<file path="config.mk">
export PLATFORM = sky130hd
export DESIGN_NAME = l4_sanity_check
export DESIGN_NICKNAME = d
export VERILOG_FILES = /design/src/rtl/l4chk_pkg.sv /design/src/rtl/l4_port_zero.sv /design/src/rtl/l4_udp_len_check.sv /design/src/rtl/l4_tcp_flag_rules.sv /design/src/rtl/l4_sanity_check.sv
export SDC_FILE = /design/constraint.sdc
export NUM_CORES = 1
export LEC_CHECK = 0
export BUFFER_PORTS_ARGS = -buffer_cell sky130_fd_sc_hd__buf_4
export CORE_MARGIN = 2
export CORE_UTILIZATION = 35
export CTS_CLUSTER_SIZE = 40
export DETAILED_ROUTE_END_ITERATION = 8
export PLACE_DENSITY_LB_ADDON = 0.2
export SYNTH_ARGS = -nofsm -noshare
export SYNTH_HDL_FRONTEND = slang
export SYNTH_SLANG_ARGS = --single-unit
</file>
<file path="constraint.sdc">
create_clock -name clk -period 4.6 [get_ports clk]
set_input_delay 0.23 -clock clk [delete_from_list [all_inputs] [get_ports clk]]
set_output_delay 0.23 -clock clk [all_outputs]
set_load 0.05 [all_outputs]
</file>
<file path="src/rtl/l4chk_pkg.sv">
package l4chk_pkg;
  localparam int FLAG_W = 6;
  localparam int NRULE  = 6;
  localparam logic [7:0] C_NONE = 8'd0;
  localparam logic [7:0] C_CSUM = 8'd2;
  localparam logic [7:0] C_ULEN = 8'd3;
  localparam logic [7:0] C_PORT = 8'd4;
  localparam logic [7:0] C_RULE_BASE = 8'd8;

  // Flag rules in ascending code order: 8 FIN only, 9 none, 10 FIN+RST,
  // 11 SYN+URG, 12 SYN+RST, 13 SYN+FIN. Bits: FIN0 SYN1 RST2 PSH3 ACK4 URG5.
  function automatic logic [FLAG_W-1:0] rule_mask(int i);
    case (i)
      0:       return 6'b000001;
      1:       return 6'b000000;
      2:       return 6'b000101;
      3:       return 6'b100010;
      4:       return 6'b000110;
      default: return 6'b000011;
    endcase
  endfunction

  // Exact rules compare the whole flag field; the others need the mask bits set.
  function automatic bit rule_exact(int i);
    return i < 2;
  endfunction

  function automatic logic [7:0] rule_code(int i);
    return C_RULE_BASE + 8'(i);
  endfunction
endpackage

</file>
<file path="src/rtl/l4_port_zero.sv">
module l4_port_zero #(
  parameter int PORT_W = 16
) (
  input  logic [PORT_W-1:0] src_port,
  input  logic [PORT_W-1:0] dst_port,
  output logic              hit
);
  assign hit = (src_port == '0) || (dst_port == '0);
endmodule

</file>
<file path="src/rtl/l4_udp_len_check.sv">
module l4_udp_len_check #(
  parameter int LEN_W = 16
) (
  input  logic [LEN_W-1:0] udp_len,
  input  logic [LEN_W-1:0] ip_pay_len,
  output logic             hit
);
  // An equal length is legal; only a length that runs past the payload fails.
  assign hit = udp_len > ip_pay_len;
endmodule

</file>
<file path="src/rtl/l4_tcp_flag_rules.sv">
module l4_tcp_flag_rules
  import l4chk_pkg::*;
(
  input  logic [FLAG_W-1:0] flags,
  output logic [NRULE-1:0]  hit
);
  for (genvar g = 0; g < NRULE; g++) begin : g_rule
    localparam logic [FLAG_W-1:0] MASK = rule_mask(g);
    if (rule_exact(g)) begin : g_exact
      assign hit[g] = (flags == MASK);
    end else begin : g_all
      assign hit[g] = ((flags & MASK) == MASK);
    end
  end
endmodule

</file>
<file path="src/rtl/l4_sanity_check.sv">
module l4_sanity_check
  import l4chk_pkg::*;
#(
  parameter int PORT_W  = 16,
  parameter int LEN_W   = 16,
  parameter int PROTO_W = 8,
  parameter int CODE_W  = 8,
  parameter logic [PROTO_W-1:0] PROTO_TCP = 8'd6,
  parameter logic [PROTO_W-1:0] PROTO_UDP = 8'd17
) (
  input  logic               clk,
  input  logic               rst,
  input  logic               in_valid,
  input  logic [PROTO_W-1:0] ip_proto,
  input  logic [PORT_W-1:0]  src_port,
  input  logic [PORT_W-1:0]  dst_port,
  input  logic [LEN_W-1:0]   udp_len,
  input  logic [LEN_W-1:0]   ip_pay_len,
  input  logic [FLAG_W-1:0]  tcp_flags,
  input  logic               csum_bad,
  input  logic               rx_err,
  input  logic               non_ip,
  input  logic               ip_hdr_err,
  input  logic               frag,
  output logic               done,
  output logic               l4_err,
  output logic [CODE_W-1:0]  err_code,
  output logic               tcp_or_udp
);
  logic             port_hit, len_hit;
  logic [NRULE-1:0] rule_hit;
  logic             is_tcp, is_udp, l4_known, judge;
  logic [7:0]       code_nxt;

  l4_port_zero #(.PORT_W(PORT_W)) u_port (
    .src_port(src_port), .dst_port(dst_port), .hit(port_hit));

  l4_udp_len_check #(.LEN_W(LEN_W)) u_len (
    .udp_len(udp_len), .ip_pay_len(ip_pay_len), .hit(len_hit));

  l4_tcp_flag_rules u_flags (.flags(tcp_flags), .hit(rule_hit));

  assign is_tcp   = (ip_proto == PROTO_TCP);
  assign is_udp   = (ip_proto == PROTO_UDP);
  assign l4_known = (is_tcp || is_udp) && !non_ip;
  assign judge    = l4_known && !rx_err && !ip_hdr_err && !frag;

  // Lowest code wins: checksum, UDP length, port, then flag rules ascending.
  always_comb begin
    code_nxt = C_NONE;
    if (judge) begin
      if (csum_bad) begin
        code_nxt = C_CSUM;
      end else if (is_udp && len_hit) begin
        code_nxt = C_ULEN;
      end else if (port_hit) begin
        code_nxt = C_PORT;
      end else if (is_tcp) begin
        for (int i = NRULE - 1; i >= 0; i--) begin
          if (rule_hit[i]) code_nxt = rule_code(i);
        end
      end
    end
  end

  always_ff @(posedge clk) begin
    if (rst) begin
      done       <= 1'b0;
      l4_err     <= 1'b0;
      err_code   <= '0;
      tcp_or_udp <= 1'b0;
    end else begin
      done <= in_valid;
      if (in_valid) begin
        l4_err     <= (code_nxt != C_NONE);
        err_code   <= CODE_W'(code_nxt);
        tcp_or_udp <= l4_known;
      end
    end
  end

  a_r1_done_follows: assert property (@(posedge clk) disable iff (rst)
    in_valid |=> done);
  a_r1_hold: assert property (@(posedge clk) disable iff (rst)
    !in_valid |=> (!done && $stable(err_code) && $stable(l4_err)));
  a_r2_suppress: assert property (@(posedge clk) disable iff (rst)
    (in_valid && (rx_err || non_ip || ip_hdr_err || frag)) |=> !l4_err);
  a_r3_err_needs_l4: assert property (@(posedge clk) disable iff (rst)
    l4_err |-> tcp_or_udp);
  a_r14_clear_zero: assert property (@(posedge clk) disable iff (rst)
    !l4_err |-> (err_code == '0));
  a_r13_csum_first: assert property (@(posedge clk) disable iff (rst)
    (in_valid && judge && csum_bad) |=> (err_code == CODE_W'(C_CSUM)));
endmodule

</file>
After elaboration in Yosys (flattened, before gate mapping)
Cells that the tools add are included.
Word-level totals
  register bits: 11
  output and inout bits: 11
Cells by class
  $lt $le $gt $ge: 1
  equal/unequal tests: 7
  muxes and demuxes: 11
  reductions and logical operators: 15
Operators by type and width (count)
  $mux 8: 10
  $logic_not 16->1: 2
  $gt 16x16->1: 1
  $eq 2x2->1 const B: 4
  $eq 8x3->1 const B: 1
  $eq 8x5->1 const B: 1
  $reduce_bool 8->1: 1
  $eq 6x1->1 const B: 1
  $logic_not 6->1: 1
  $logic_and 1x1->1: 5
  $logic_not 1->1: 4
  $mux 4: 1
  $logic_or 1x1->1: 2

Logic depth before layout (Yosys ltp)
  depth after elaboration: 13
  mapped depth: 8
  gate-level depth less buffers: 8

By module
A second synthesis with hierarchy kept.
Second synthesis, totals
  cells, all modules: 131
  area total of the unflattened synthesis: 1006.0 sq um
By module, submodules not included
  l4_sanity_check: instances 1, cells an instance 57, area each 471.7 sq um, seq. area each 140.1 sq um
  l4_udp_len_check: instances 1, cells an instance 56, area each 406.6 sq um, seq. area each 0.0 sq um
  l4_port_zero: instances 1, cells an instance 11, area each 72.6 sq um, seq. area each 0.0 sq um
  l4_tcp_flag_rules: instances 1, cells an instance 7, area each 55.1 sq um, seq. area each 0.0 sq um

Worst setup path after synthesis
No wires, ideal clock.
  path type: input port to flip-flop
  start: in ip_pay_len[14]
  end: reg l4_err
  setup time: 131 ps
  arrival: 1801 ps
  path slack: 2668 ps
  cell stages on the path: 8
  buffers on the path: 0
  path through: inv_1 -> ha_1 -> nand4_2 -> or4_4 -> o211a_1 -> o31a_2 -> o21ai_1 -> a311oi_1
Between the ends
  word-level cells in the longest chain between the ends: 6
Ends and longest elaborated chain
  start, declared: line l4_sanity_check.sv:18  | input logic [LEN_W-1:0] ip_pay_len,
  $gt 16x16->1: line l4_udp_len_check.sv:9  | assign hit = udp_len > ip_pay_len;
  $logic_and 1x1->1: line l4_sanity_check.sv:54  | end else if (is_udp && len_hit) begin
  $mux 8: line l4_sanity_check.sv:54
  $mux 8: line l4_sanity_check.sv:52  | if (csum_bad) begin
  $mux 8: line l4_sanity_check.sv:51  | if (judge) begin
  $reduce_bool 8->1: line l4_sanity_check.sv:75  | l4_err <= (code_nxt != C_NONE);
  end signal, assigned: line l4_sanity_check.sv:75
  end, declared: line l4_sanity_check.sv:26  | output logic l4_err,
No other way between the ends.
A chain may end at the register's enable or synchronous reset.

Worst setup path after layout
  start: in ip_pay_len[11]
  end: reg l4_err
Same word-level chain as after synthesis.

==> summary.md <==
| Metric | Value |
|---|---|
| Cells after Synth | `between 100 and 150` |
| Total DRC errors in the routed layout | `0` |
| Kind of start point of the critical path | `input port` |
| Worst setup path category | `input port to flop` |
| Detail Placement HPWL | `2.93 mm` |
| Iteration-0 DRC count of the detailed router | `16` |
| Final non-filler cell area | `1720 µm²` |
| X dimension of the die | `~57 µm` |
| Max Cap Violations | `0` |
| Share of the synthesized area in the top cell type | `around a fifth` |
| Cell type with the highest aggregate area in the netlist | `sky130_fd_sc_hd__ha_1` |
| CP Buf/Inv Count | `2` |
| Pin slew with the least headroom to its limit | `648 ps` |
| Core ar. | `approximately 2700 µm²` |
| Vias per cell | `5.23` |
| Setup TNS | `0 ps` |
| CP max stage cell | `sky130_fd_sc_hd__or4_4` |
| CTS Sinks | `7` |
| Top delay family on crit path | `compound AO/OA/AOI/OAI gates` |
| Main flop type after synthesis | `sky130_fd_sc_hd__dfxtp_1` |
| Status | `completed` |
| Hold Path Depth | `2` |
| Max-slew headroom at the worst pin | `between 50% and 60%` |
| Number of unique standard cell types used by synthesis | `38` |
| Worst-case reg-to-reg path depth | `2` |
| Worst endpoint required time | `4740 ps` |
| Min-Delay Path Class | `input port to flop` |
| Worst IR drop on VDD | `172 µV` |
| Deepest level of the CTS H-tree | `1` |
| Hold buffers post-CTS | `0` |
| Worst path cell trace | `buf_4 > inv_1 > ha_1 > nand4_1 > or4_4 > a21oi_1 > o31a_2 > o21ai_1 > a311oi_1` |
| CTS buffer count | `3` |
| Cell area after placement | `~1700 µm²` |
| Sum of routed wire length over all layers | `~3.2 mm` |
| Max Clk Rate | `504 MHz` |
| EDFF count, synth | `0` |
| Number of resized instances in the post-cts repair step | `0` |
| Via total after detailed routing | `between 1,000 and 1,500` |
| Yosys warnings | `0` |
| Number of ports placed on the die boundary | `97` |
| Final-layout worst hold slack | `around 200 ps` |
| Antenna viol nets, final | `0` |
| R2r startpoint | `l4_err$_SDFFE_PP0P_` |
| Area overhead of the layout relative to synthesis | `73.4%` |
| Fill cell instance count of the final layout | `246` |
| Placement Rows | `19` |
| Cells taking the most area after synthesis | `sky130_fd_sc_hd__ha_1, sky130_fd_sc_hd__dfxtp_1, sky130_fd_sc_hd__inv_1` |
| Total number of nets in the final design | `roughly 330` |
| Setup Fix Bufs, Post-CTS | `0` |
| Vias in the first global route | `about 1,300` |
| Area enclosed by the die boundary | `3280 µm²` |
| Seq cells post-synth | `7` |
| Number of hold violations in the final report | `0` |
| Leakage power summed over all cells | `approximately 0.9 nW` |
| WP data arrival | `roughly 2100 ps` |
| Hold worst-path end | `err_code[3]$_SDFFE_PP0P_` |
| Average instance area after synthesis | `between 7 and 8 µm²` |
| Routability congestion estimate | `around 0.77` |
| Clock slew seen by the registers of the worst setup and hold paths | `60 ps` |
| Peak fanout along the critical path | `3` |
| Die H | `around 57 µm` |
| Final number of max-transition violations | `0` |
| Max Buffers Root-to-Sink | `2` |
| Initial core utilization | `a little over a third` |
| Fraction of the cycle the final worst path needs | `approximately 43%` |
| Setup violation total in the final timing report | `0` |
| Share of post-route cells with drive strength above 1 | `between 40% and 50%` |
| Max incr delay on CP | `between 500 and 600 ps` |
| Setup repair after global routing missed its margin | `no` |
| Share of flip-flops with an asynchronous set or reset | `0%` |
| Worst setup EP type | `flop` |
| Worst clock skew on the final layout | `0 ps` |
| GR Overflow Total | `0` |
| Start point of the worst min-delay path | `rst` |
| Routed WL per cell | `12.8 µm` |
| Number of antenna violations at the first check in global routing | `0` |
| Clock tree from TritonCTS | `yes` |
| Share of synthesized area occupied by flip-flops and latches | `~14%` |
| Buffer type at the clock tree root | `sky130_fd_sc_hd__clkbuf_4` |
| Number of iterations in the first detailed-routing pass | `4` |
| Capturing point of the worst reg2reg path | `l4_err$_SDFFE_PP0P_` |
| All-Layer GR Usage | `approximately 19%` |
| Global-route wire length before repair | `between 5 and 6 mm` |
| Port buffer count | `92` |
| Antenna diode count | `0` |
| Utilization after layout | `between 60% and 70%` |
| Maximum number of pins on one net before global-route repair | `13` |
| Area of the mapped netlist | `just under 1000 µm²` |
| Clk Latency, worst-skew pair | `roughly 240 ps` |
| R2r setup slk | `3830 ps` |
| Time the worst path needs with I/O delays and setup | `1980 ps` |
| Power per cell area | `between 100 and 150 nW/µm²` |
-- state kept, by name (all words and copies together), names as in the netlist --
register    cells
done            1
err_code        4
tcp_or_udp      1
l4_err          1
-- through the flow --
stage	setup slack, ps	cells	power [mW]
global placement	2520	249	0.178
CTS	2600	253	0.238
detailed placement	2350	249	0.183
global route	2490	253	0.255
finish	2620	253	0.237
floorplan	2670	132	0.115
-- synth_stat cells (3+ instances only) --
cell type and count:
sky130_fd_sc_hd__inv_1 20, sky130_fd_sc_hd__ha_1 16, sky130_fd_sc_hd__a21oi_1 11, sky130_fd_sc_hd__buf_4 4, sky130_fd_sc_hd__nor3_1 4, sky130_fd_sc_hd__nand3_1 4, sky130_fd_sc_hd__nand2_1 7, sky130_fd_sc_hd__dfxtp_1 7
sky130_fd_sc_hd__nand4_1 6, sky130_fd_sc_hd__nor4_1 9, sky130_fd_sc_hd__nor2_1 6, sky130_fd_sc_hd__nand2b_1 3
-- how the worst max path moves through the flow --
stage                    from                  end  slack [ps]  depth (start not counted)
6_report       ip_pay_len[11]  l4_err$_SDFFE_PP0P_        2620                          9
5_1_grt        ip_pay_len[11]  l4_err$_SDFFE_PP0P_        2490                          9
4_1_cts        ip_pay_len[11]  l4_err$_SDFFE_PP0P_        2600                          9
3_5_place_dp   ip_pay_len[11]  l4_err$_SDFFE_PP0P_        2350                          9
3_3_place_gp      udp_len[14]  l4_err$_SDFFE_PP0P_        2520                          8
2_1_floorplan  ip_pay_len[14]  l4_err$_SDFFE_PP0P_        2670                          8
-- cells in the final DEF, fill, tap and decap left out, types with 2 or more instances in the layout --
| cell type | instances |
|---|---|
| sky130_fd_sc_hd__dfxtp_1 | 7 |
| sky130_fd_sc_hd__o211a_1 | 2 |
| sky130_fd_sc_hd__o311ai_0 | 2 |
| sky130_fd_sc_hd__nor2_1 | 6 |
| sky130_fd_sc_hd__nor4_1 | 9 |
| sky130_fd_sc_hd__buf_4 | 92 |
| sky130_fd_sc_hd__clkbuf_4 | 3 |
| sky130_fd_sc_hd__ha_1 | 16 |
| sky130_fd_sc_hd__nor3_1 | 4 |
| sky130_fd_sc_hd__inv_1 | 20 |
| sky130_fd_sc_hd__nand2_1 | 7 |
| sky130_fd_sc_hd__o2111ai_1 | 2 |
| sky130_fd_sc_hd__nor2b_1 | 2 |
| sky130_fd_sc_hd__nand4_1 | 6 |
| sky130_fd_sc_hd__mux2i_1 | 2 |
| sky130_fd_sc_hd__a21oi_1 | 11 |
| sky130_fd_sc_hd__nand3_1 | 4 |
| sky130_fd_sc_hd__conb_1 | 4 |
| sky130_fd_sc_hd__nand2b_1 | 3 |
| sky130_fd_sc_hd__and4bb_2 | 2 |
-- cells by family (layout without fill, tap and decap cells) --
family / Yosys count / in the layout / share of synthesized area, %
and+or+nand+nor: 47 / 47 / 29.6
AOI/OAI and AO/OA: 29 / 29 / 21.3
buffers and inverters: 26 / 116 / 11.5
adders and majority gates: 16 / 16 / 20.2
DFF: 7 / 7 / 14.1
muxes: 2 / 2 / 2.02
other: 1 / 4 / 0.378
xor gates and xnor gates: 1 / 1 / 0.883
-- routing by layer --
metal | GRT usage (%) | vias to the layer above | part of all wire (%)
met3 | 3.40 | 6 | 10
li1 | - | 662 | -
met2 | 38.8 | 66 | 54
met1 | 20.3 | 590 | 35
met4 | 5.32 | 0 | 1.4
met5 | 0 | - | 0
-- report_power, final --
part | leakage, nW | switching, mW | internal (mW) | total, mW
logic | 0.842 | 0.0507 | 0.0679 | 0.119
registers | 0.0569 | 0.000504 | 0.0619 | 0.0624
clock network | 0.0150 | 0.0225 | 0.0331 | 0.0556
-- area by class of cell --
cell class	count	area [µm²]	share of cell area (%)
Clock buffer	4	26.3	1.53
Multi-Input combinational cell	99	749	43.6
Sequential cell	7	140	8.15
Timing Repair Buffer	92	691	40.1
Tap cell	31	38.8	2.25
Inverter	20	75.1	4.36
Power figures use the tool's default switching activity.
